[src/rtl/ivt_pkg.sv]
package ivt_pkg;

  typedef enum logic [1:0] {
    REG_CTL = 2'd0,
    REG_CNT = 2'd1,
    REG_NXT = 2'd2,
    REG_VEC = 2'd3
  } ivt_reg_e;

  localparam int BIT_RUN = 0;
  localparam int BIT_STP = 2;
  localparam int BIT_XFR = 4;
  localparam int BIT_SGL = 5;
  localparam int BIT_IE  = 6;
  localparam int BIT_DON = 7;
  localparam int BIT_ERR = 31;

  typedef struct packed {
    logic err;
    logic don;
    logic ie;
    logic stp;
    logic run;
  } ivt_ctl_t;

endpackage

[src/rtl/ivt_channel.sv]
module ivt_channel
  import ivt_pkg::*;
#(
  parameter int DATA_W = 32,
  parameter int VEC_HI = 9,
  parameter int VEC_LO = 2
) (
  input  logic              clk,
  input  logic              rst_n,
  input  logic              wr_en,
  input  ivt_reg_e          wr_reg,
  input  logic [DATA_W-1:0] wr_data,
  input  logic              tick_en,
  output ivt_ctl_t          ctl_q,
  output logic [DATA_W-1:0] ctl_img,
  output logic [DATA_W-1:0] cnt_q,
  output logic [DATA_W-1:0] nxt_q,
  output logic [DATA_W-1:0] vec_q,
  output logic              irq_q,
  output logic              ovf_evt,
  output logic              ctl_wr
);

  localparam logic [DATA_W-1:0] VEC_MASK =
    ((DATA_W'(1) << (VEC_HI + 1)) - DATA_W'(1)) & ~((DATA_W'(1) << VEC_LO) - DATA_W'(1));

  // one-step increment: carry out in the top bit signals a wrap
  function automatic logic [DATA_W:0] bump(input logic [DATA_W-1:0] v);
    return {1'b0, v} + {{DATA_W{1'b0}}, 1'b1};
  endfunction

  function automatic logic [DATA_W-1:0] image(input ivt_ctl_t c);
    logic [DATA_W-1:0] w;
    w = '0;
    w[BIT_RUN] = c.run;
    w[BIT_STP] = c.stp;
    w[BIT_IE]  = c.ie;
    w[BIT_DON] = c.don;
    w[BIT_ERR] = c.err;
    return w;
  endfunction

  ivt_ctl_t          ctl_n;
  logic [DATA_W-1:0] cnt_n, nxt_n, vec_n;
  logic              irq_n;
  logic              ovf;

  assign ctl_wr  = wr_en && (wr_reg == REG_CTL);
  assign ovf_evt = ovf;
  assign ctl_img = image(ctl_q);

  always_comb begin
    ctl_n = ctl_q;
    cnt_n = cnt_q;
    nxt_n = nxt_q;
    vec_n = vec_q;
    irq_n = irq_q;
    ovf   = 1'b0;
    if (wr_en) begin
      case (wr_reg)
        REG_CTL: begin
          ctl_n.don = ctl_q.don & ~wr_data[BIT_DON];
          ctl_n.err = ctl_q.err & ~wr_data[BIT_ERR];
          ctl_n.run = wr_data[BIT_RUN];
          ctl_n.stp = wr_data[BIT_STP];
          ctl_n.ie  = wr_data[BIT_IE];
          if (wr_data[BIT_XFR]) cnt_n = nxt_q;
          if (!wr_data[BIT_RUN] && wr_data[BIT_SGL]) {ovf, cnt_n} = bump(cnt_n);
        end
        REG_CNT: cnt_n = wr_data;
        REG_NXT: nxt_n = wr_data;
        default: vec_n = wr_data & VEC_MASK;
      endcase
    end else if (ctl_q.run && tick_en) begin
      {ovf, cnt_n} = bump(cnt_q);
    end
    if (ovf) begin
      if (ctl_n.don) ctl_n.err = 1'b1;
      else           ctl_n.don = 1'b1;
      if (ctl_n.stp) ctl_n.run = 1'b0;
      if (ctl_n.run || ctl_wr) cnt_n = nxt_q;
      if (ctl_n.ie) irq_n = 1'b1;
    end
    if (ctl_wr && !(ctl_n.don && ctl_n.ie)) irq_n = 1'b0;
  end

  always_ff @(posedge clk) begin
    if (!rst_n) begin
      ctl_q <= '0;
      cnt_q <= '0;
      nxt_q <= '0;
      vec_q <= '0;
      irq_q <= 1'b0;
    end else begin
      ctl_q <= ctl_n;
      cnt_q <= cnt_n;
      nxt_q <= nxt_n;
      vec_q <= vec_n;
      irq_q <= irq_n;
    end
  end

endmodule

[src/rtl/ivt_rdmux.sv]
module ivt_rdmux
  import ivt_pkg::*;
#(
  parameter int N_TIMERS = 2,
  parameter int DATA_W   = 32,
  parameter int TSEL_W   = 1
) (
  input  logic [TSEL_W-1:0]          tsel,
  input  ivt_reg_e                   rsel,
  input  logic [N_TIMERS*DATA_W-1:0] ctl_flat,
  input  logic [N_TIMERS*DATA_W-1:0] cnt_flat,
  input  logic [N_TIMERS*DATA_W-1:0] nxt_flat,
  input  logic [N_TIMERS*DATA_W-1:0] vec_flat,
  output logic [DATA_W-1:0]          rdata
);

  always_comb begin
    rdata = '0;
    for (int i = 0; i < N_TIMERS; i++) begin
      if (tsel == TSEL_W'(i)) begin
        case (rsel)
          REG_CTL: rdata = ctl_flat[i*DATA_W +: DATA_W];
          REG_CNT: rdata = cnt_flat[i*DATA_W +: DATA_W];
          REG_NXT: rdata = nxt_flat[i*DATA_W +: DATA_W];
          default: rdata = vec_flat[i*DATA_W +: DATA_W];
        endcase
      end
    end
  end

endmodule

[src/rtl/dual_ivl_timer.sv]
module dual_ivl_timer
  import ivt_pkg::*;
#(
  parameter int N_TIMERS = 2,
  parameter int DATA_W   = 32,
  parameter int VEC_HI   = 9,
  parameter int VEC_LO   = 2,
  localparam int TSEL_W  = (N_TIMERS > 1) ? $clog2(N_TIMERS) : 1,
  localparam int ADDR_W  = TSEL_W + 2
) (
  input  logic                       clk,
  input  logic                       rst_n,
  input  logic                       bus_sel,
  input  logic                       bus_we,
  input  logic [ADDR_W-1:0]          bus_addr,
  input  logic [DATA_W-1:0]          bus_wdata,
  output logic [DATA_W-1:0]          bus_rdata,
  input  logic                       tick_en,
  output logic [N_TIMERS-1:0]        irq,
  output logic [N_TIMERS*DATA_W-1:0] vec_out
);

  logic [TSEL_W-1:0] tsel;
  ivt_reg_e          rsel;

  assign tsel = bus_addr[ADDR_W-1:2];
  assign rsel = ivt_reg_e'(bus_addr[1:0]);

  // per-timer events and state brought out for the checker
  logic [N_TIMERS-1:0]        chwr_w, csrwr_w, ovf_w;
  logic [N_TIMERS-1:0]        run_w, stp_w, ie_w, don_w, err_w;
  logic [N_TIMERS*DATA_W-1:0] ctl_flat, cnt_flat, nxt_flat;

  for (genvar i = 0; i < N_TIMERS; i++) begin : g_tmr
    ivt_ctl_t ctl;

    assign chwr_w[i] = bus_sel && bus_we && (tsel == TSEL_W'(i));

    ivt_channel #(
      .DATA_W(DATA_W),
      .VEC_HI(VEC_HI),
      .VEC_LO(VEC_LO)
    ) u_ch (
      .clk     (clk),
      .rst_n   (rst_n),
      .wr_en   (chwr_w[i]),
      .wr_reg  (rsel),
      .wr_data (bus_wdata),
      .tick_en (tick_en),
      .ctl_q   (ctl),
      .ctl_img (ctl_flat[i*DATA_W +: DATA_W]),
      .cnt_q   (cnt_flat[i*DATA_W +: DATA_W]),
      .nxt_q   (nxt_flat[i*DATA_W +: DATA_W]),
      .vec_q   (vec_out[i*DATA_W +: DATA_W]),
      .irq_q   (irq[i]),
      .ovf_evt (ovf_w[i]),
      .ctl_wr  (csrwr_w[i])
    );

    assign run_w[i] = ctl.run;
    assign stp_w[i] = ctl.stp;
    assign ie_w[i]  = ctl.ie;
    assign don_w[i] = ctl.don;
    assign err_w[i] = ctl.err;
  end

  ivt_rdmux #(
    .N_TIMERS(N_TIMERS),
    .DATA_W  (DATA_W),
    .TSEL_W  (TSEL_W)
  ) u_rd (
    .tsel     (tsel),
    .rsel     (rsel),
    .ctl_flat (ctl_flat),
    .cnt_flat (cnt_flat),
    .nxt_flat (nxt_flat),
    .vec_flat (vec_out),
    .rdata    (bus_rdata)
  );

endmodule

[config.mk]
export PLATFORM = sky130hd
export DESIGN_NAME = dual_ivl_timer
export DESIGN_NICKNAME = d
export VERILOG_FILES = /design/src/rtl/ivt_pkg.sv /design/src/rtl/ivt_channel.sv /design/src/rtl/ivt_rdmux.sv /design/src/rtl/dual_ivl_timer.sv
export SDC_FILE = /design/constraint.sdc
export NUM_CORES = 1
export LEC_CHECK = 0
export ABC_CLOCK_PERIOD_IN_PS = 3500
export BUFFER_PORTS_ARGS = -buffer_cell sky130_fd_sc_hd__buf_2
export CORE_MARGIN = 2
export CORE_UTILIZATION = 50
export CTS_CLUSTER_DIAMETER = 40
export DETAILED_ROUTE_END_ITERATION = 10
export GPL_TIMING_DRIVEN = 0
export PLACE_DENSITY_LB_ADDON = 0.1
export SYNTH_ARGS = -nofsm -noshare
export SYNTH_HDL_FRONTEND = slang
export SYNTH_SLANG_ARGS = --single-unit
[constraint.sdc]
create_clock -name clk -period 3.5 [get_ports clk]
set_input_delay 0 -clock clk [delete_from_list [all_inputs] [get_ports clk]]
set_output_delay 0 -clock clk [all_outputs]
set_load 0.01 [all_outputs]
# Yosys cells after proc, flatten, opt, wreduce, memory -nomap -nowiden
# Index checks and enable logic that the tools add are counted.
[classes]
add_sub_neg = 4
n_eq_ne = 2
muxes = 43
n_bitwise = 9
reduce_logical = 27
[ops]
columns = ["op", "n"]
rows = [
  ["$mux 32", 17],
  ["$pmux 32 s3", 2],
  ["$add 32x1->33 const B", 4],
  ["$pmux 32 s2", 2],
  ["$mux 5", 4],
  ["$mux 1", 16],
  ["$logic_and 1x1->1", 12],
  ["$reduce_and 2->1", 6],
  ["$not 1->1", 5],
  ["$and 1x1->1", 4],
  ["$mux 2", 2],
  ["$reduce_or 2->1", 2],
  ["$logic_not 1->1", 3],
  ["$reduce_or 3->1", 1],
  ["$eq 2x1->1 const B", 1],
  ["$eq 2x2->1 const B", 1],
  ["$logic_not 2->1", 1],
  ["$logic_or 1x1->1", 2],
]
[word_totals]
ff_bits = 156
output_inout_bits = 98
elab_cells = 103

# Longest topological paths before layout
[logic_depth]
depth_word = 12
depth_mapped = 16
depth_no_buf = 10

# Modules after synthesis
# A second synthesis with hierarchy kept.
[unflattened]
hier_cells = 1774
area_unflattened_um2 = 14122.3
[by_module_without_submodules]
columns = ["module", "instances", "cells_per_inst", "area_per_inst_um2", "seq_area_each_um2"]
rows = [
  ["ivt_channel", 2, 829, 6053.3, 1561.5],
  ["ivt_rdmux", 1, 114, 1999.4, 0.0],
  ["dual_ivl_timer", 1, 2, 16.3, 0.0],
]

# Worst setup path before layout
# OpenSTA, ideal clock, no wires.
[synth_path]
kind = "input-to-reg"
startpoint = "in bus_wdata[4]"
endpoint = "reg g_tmr[0].u_ch.cnt_q[30]"
setup_ps = 116
arrival_time_ps = 2821
setup_slack_ps = 564
path_stages = 14
path_buffers = 5
path_cell_list = "buf_6 buf_4 buf_4 buf_4 buf_2 mux2_2 ha_1 nand3b_1 a211oi_2 o2111ai_2 or3_1 a31o_1 o2111a_1 a31o_1"
[synth_between]
elab_chain_cells = 9
[synth_lines]
columns = ["element", "line_no", "rtl"]
rows = [
  ["start, declared", "dual_ivl_timer.sv:16", "input logic [DATA_W-1:0] bus_wdata,"],
  ["$mux 32 *", "ivt_channel.sv:67", "if (wr_data[BIT_XFR]) cnt_n = nxt_q;"],
  ["$mux 32 *", "ivt_channel.sv:60", "case (wr_reg)"],
  ["$mux 32 *", "ivt_channel.sv:59", "if (wr_en) begin"],
  ["$add 32x1->33", "ivt_channel.sv:29", "return {1'b0, v} + {{DATA_W{1'b0}}, 1'b1};"],
  ["$mux 32", "ivt_channel.sv:68", "if (!wr_data[BIT_RUN] && wr_data[BIT_SGL]) {ovf, cnt_n} = bump(cnt_n);"],
  ["$pmux 32 s2", "ivt_channel.sv:60", ""],
  ["$mux 32", "ivt_channel.sv:59", ""],
  ["$mux 32", "ivt_channel.sv:81", "if (ctl_n.run || ctl_wr) cnt_n = nxt_q;"],
  ["$mux 32 *", "ivt_channel.sv:77", "if (ovf) begin"],
  ["end signal, assigned", "ivt_channel.sv:96", "cnt_q <= cnt_n;"],
  ["end, declared", "ivt_channel.sv:16", "output logic [DATA_W-1:0] cnt_q,"],
]
# Every way passes the cells marked *; elsewhere a longest branch is shown, timed or not. The select of a mux whose other input is x is not followed.
# A chain may end at the register's enable or synchronous reset.

# Final worst setup path
[layout_path]
startpoint = "in bus_wdata[4]"
endpoint = "reg g_tmr[1].u_ch.cnt_q[5]"
[layout_between]
elab_chain_cells = 9
[layout_lines]
columns = ["element", "line_no"]
rows = [
  ["$mux 32 *", "ivt_channel.sv:67"],
  ["$mux 32 *", "ivt_channel.sv:60"],
  ["$mux 32 *", "ivt_channel.sv:59"],
  ["$add 32x1->33", "ivt_channel.sv:29"],
  ["$mux 32", "ivt_channel.sv:68"],
  ["$pmux 32 s2", "ivt_channel.sv:60"],
  ["$mux 32", "ivt_channel.sv:59"],
  ["$mux 32", "ivt_channel.sv:81"],
  ["$mux 32 *", "ivt_channel.sv:77"],
  ["end signal, assigned", "ivt_channel.sv:96"],
  ["end, declared", "ivt_channel.sv:16"],
]
# Marks and branches as above.

==> key figures <==
Clock network
  • CTS tree: done
  • CTS H-Tree Depth: 4
  • Clk Latency, worst-skew pair: about 450 ps
  • Clock buffer depth: 2
  • Clock Sinks: roughly 160
  • TritonCTS buffer count: 17
  • Clock root buffer: clkbuf_16
  • Worst-path clk slew: roughly 80 ps

Pwr
  • Power Total: just under 5 mW
  • Combinational share of power: 18.2%
  • NetSw: around 1.6 mW
  • Clock Power Share: 43.2%
  • Leak: between 5 and 6 nW
  • Sequential share of power: about two fifths
  • Internal: between 3 and 4 mW
  • Power density cells: about 330 nW/um2
  • Peak supply drop: 243 uV
  • Switching share of power: around a third

Detailed routing
  • DR WL/cell: between 20 and 30 um
  • Antenna Nets Post-Route: 0
  • Vias per inst: roughly 6.9
  • Total Wirelength: ~63000 um
  • Vias after detailed routing: around 16000
  • DRC violations left: 0
  • 1st-iter DRT viols: 2692
  • DR pass1 iterations: 7

Synth
  • Post-synth EDFFs: 0
  • Unique masters post-synth: 88
  • Top_reg_cell synth: dfxtp_1
  • YS warnings: 0
  • Async S/R FF share, synth: 0%
  • Post-synth top area cell: dfxtp_1
  • Top post-synthesis cells by area: dfxtp_1 (25%), nand2_1 (9.8%), a21oi_1 (8.8%)
  • Yosys top cell area share: between 20% and 30%
  • Cells after Synth: ~1800
  • #FFs+latches synth: between 150 and 200
  • Post-Syn Area: approximately 13000 um2
  • Synthesized area per cell: roughly 7 um2
  • Seq/Total Area, Yosys: 24.9%

Run status
  • Run status: finished, violations left
  • Failing checks: negative setup slack

Floorplan
  • Width of the die: between 150 and 200 um
  • Die area: ~26000 um2
  • IO Count: between 100 and 150
  • Initial Util: approximately half
  • CORE AREA: roughly 24000 um2
  • Die height: approximately 160 um
  • Cell row count: 57

Global routing
  • Grt ovf: 0
  • Vias in the first global route: ~14000
  • Antenna violations before repair: 0
  • First-pass GRT wire length: just over 90000 um
  • Gr usage total: 46.6%
  • Largest net degree at the start of global routing: 17

Timing
  • Final Hold Viols: 0
  • Worst setup margin: -44.9 ps
  • Skew final: around 13 ps
  • Final Setup Violations: 2
  • Slew margin rel.: 7.68%
  • Final worst path period share: 101%
  • Pins Over Slew Limit: 0
  • Min cycle time layout: roughly 3500 ps
  • Max Clk Rate: between 200 and 300 MHz
  • Worst Tran Pin Value: 1370 ps

Place
  • Input/output buffers: 83
  • Final Wtd Congestion: about 1.0
  • Dpl hpwl: ~46000 um
  • Pre-CTS setup slack: -1190 ps

Critical path
  • Capture point of the worst reg-to-reg path: g_tmr[0].u_ch.cnt_q[21]$_SDFF_PN0_
  • WS Path Type: input pin to register
  • Worst path arrival time: approximately 3900 ps
  • Critical Path End Type: register
  • Data required time of the worst path: ~3900 ps
  • Reg2reg setup slack: 130 ps
  • R2r startpoint: g_tmr[0].u_ch.cnt_q[5]$_SDFF_PN0_
  • R2R cell count: 8
  • Startpoint Class: input pin
  • CP Max Fanout: 10

Layout
  • Area grow syn2layout: 16.4%
  • Multi-input logic area: around 8500 um2
  • Most common cell after layout, fill and taps aside: nand2_1
  • Ratio of cells with drive above 1 in the final layout: a little over an eighth
  • Net count, final: 1980
  • FILL cells: approximately 2400
  • Most frequent cells in the layout: nand2_1 (326), a21oi_1 (220), dfxtp_1 (156), clkbuf_1 (116), buf_2 (98)
  • Sequential Area: around 3100 um2
  • Utilization of the core after routing: 59.6%

Worst hold path
  • Hold Path Origin: bus_wdata[0]
  • Hold Path Stages: 3
  • Hold Path End: g_tmr[0].u_ch.nxt_q[0]$_SDFFE_PN0P_
  • Hold crit path type: input pin to register

Job
  • Max-cap violations: 0
-- sequential cells by signal, indices dropped and copies added (netlist names) --
signal              cells
g_tmr.u_ch.cnt_q       64
g_tmr.u_ch.nxt_q       64
g_tmr.u_ch.vec_q       16
g_tmr.u_ch.ctl_img     10
g_tmr.u_ch.irq_q        2
-- cell families (layout without fill, tap and decap cells) --
| logic type | Yosys count | count (layout) | synth area share (%) |
|---|---|---|---|
| AO/OA/AOI/OAI | 513 | 513 | 26.5 |
| XOR/XNOR | 65 | 65 | 4.55 |
| AND/OR/NAND/NOR | 705 | 705 | 27.1 |
| adder cells (fa/ha/maj) | 4 | 4 | 0.400 |
| buffers and inverters | 221 | 373 | 8.88 |
| multiplexers | 85 | 85 | 7.62 |
| flip-flops | 156 | 156 | 24.9 |
| other | 1 | 49 | 0.0299 |
-- per-stage QoR --
stage	TNS [ps]	area (um2)	hold WS, ps	instances
floorplan	0	12700	136	1797
global placement	-51380	13500	272	2204
detailed placement	-51070	13500	274	2204
CTS	0	14500	3.28	2269
global route	-2.05	14600	46.4	2273
finish	-69.0	14600	20.0	2274
-- worst max path at each step --
stage | to | slack [ps] | startpoint | cells after the start
finish | g_tmr[1].u_ch.cnt_q[5]$_SDFF_PN0_ | -40 | bus_wdata[4] | 16
global route | g_tmr[0].u_ch.cnt_q[11]$_SDFF_PN0_ | -2 | bus_wdata[4] | 16
CTS | g_tmr[0].u_ch.cnt_q[3]$_SDFF_PN0_ | 80 | bus_wdata[4] | 17
detailed placement | g_tmr[0].u_ch.cnt_q[11]$_SDFF_PN0_ | -1190 | bus_wdata[4] | 16
global placement | g_tmr[0].u_ch.cnt_q[9]$_SDFF_PN0_ | -1200 | bus_wdata[4] | 16
floorplan | g_tmr[0].u_ch.cnt_q[30]$_SDFF_PN0_ | 560 | bus_wdata[4] | 14
-- Yosys cell counts (5+ instances only) --
cell / instances
a21oi_1: 221
buf_1: 11
nor3_1: 31
buf_4: 53
a221oi_1: 35
buf_2: 16
mux4_2: 6
xor2_1: 26
or3_1: 12
and4_1: 6
a211oi_1: 17
mux2_2: 23
nand2b_1: 8
and3_1: 20
o211ai_1: 27
o311ai_0: 6
a311oi_1: 6
a31oi_1: 16
xnor2_1: 39
nor2_1: 94
o22ai_1: 12
inv_1: 17
nand3_1: 91
clkbuf_1: 116
nand3b_1: 14
mux2i_1: 56
nand4_1: 39
nor4_1: 15
a22oi_1: 39
o221ai_1: 5
and2_1: 9
nand2_1: 326
o21ai_0: 61
o32ai_1: 7
nand4b_1: 11
dfxtp_1: 156
-- timing repair --
item | in CTS | in global routing
setup endpoints to repair | 60 | 29
hold buffers | 28 | 0
pin swaps | 2 | 1
setup buffers | 5 | 4
hold endpoints to repair | 69 | 0
gates resized for setup | 10 | 3
-- worst max-delay path, cell delays in order --
cell and delay (ps):
buf_2 160, buf_6 170, buf_4 280, buf_4 260
buf_4 320, buf_4 310, mux2_2 380, ha_1 230
nand3b_1 210, a2111oi_4 50, buf_4 180, nand3_1 100
o32a_1 490, buf_2 410, nand3_1 180, a21oi_1 170
-- area by class of cell --
type	instances	share of cell area (%)
flip-flops and latches	156	21.4
multi-input cells	1420	58.5
repair buffers	120	5.32
clock buffers	18	2.94
inverters	18	0.463
diodes	1	0.0172
clock inverters	14	1.37
plain buffers	203	7.23
well taps	324	2.78
-- power groups by stage --
stage	Sequential, mW	Clock (mW)	Combinational, mW
global placement	1.91	0	0.797
CTS	1.87	2.08	0.832
global route	1.88	2.14	0.906
detailed placement	1.91	0	0.803
finish	1.88	2.10	0.887
floorplan	1.89	0	0.496
-- routing by layer --
layer / GRT usage [%] / share of wire [%]
met1: 60.1 / 37
met2: 67.3 / 41
met3: 13.5 / 15
met4: 30.8 / 7.8
met5: 0 / 0
(Power assumes the default switching activity.)
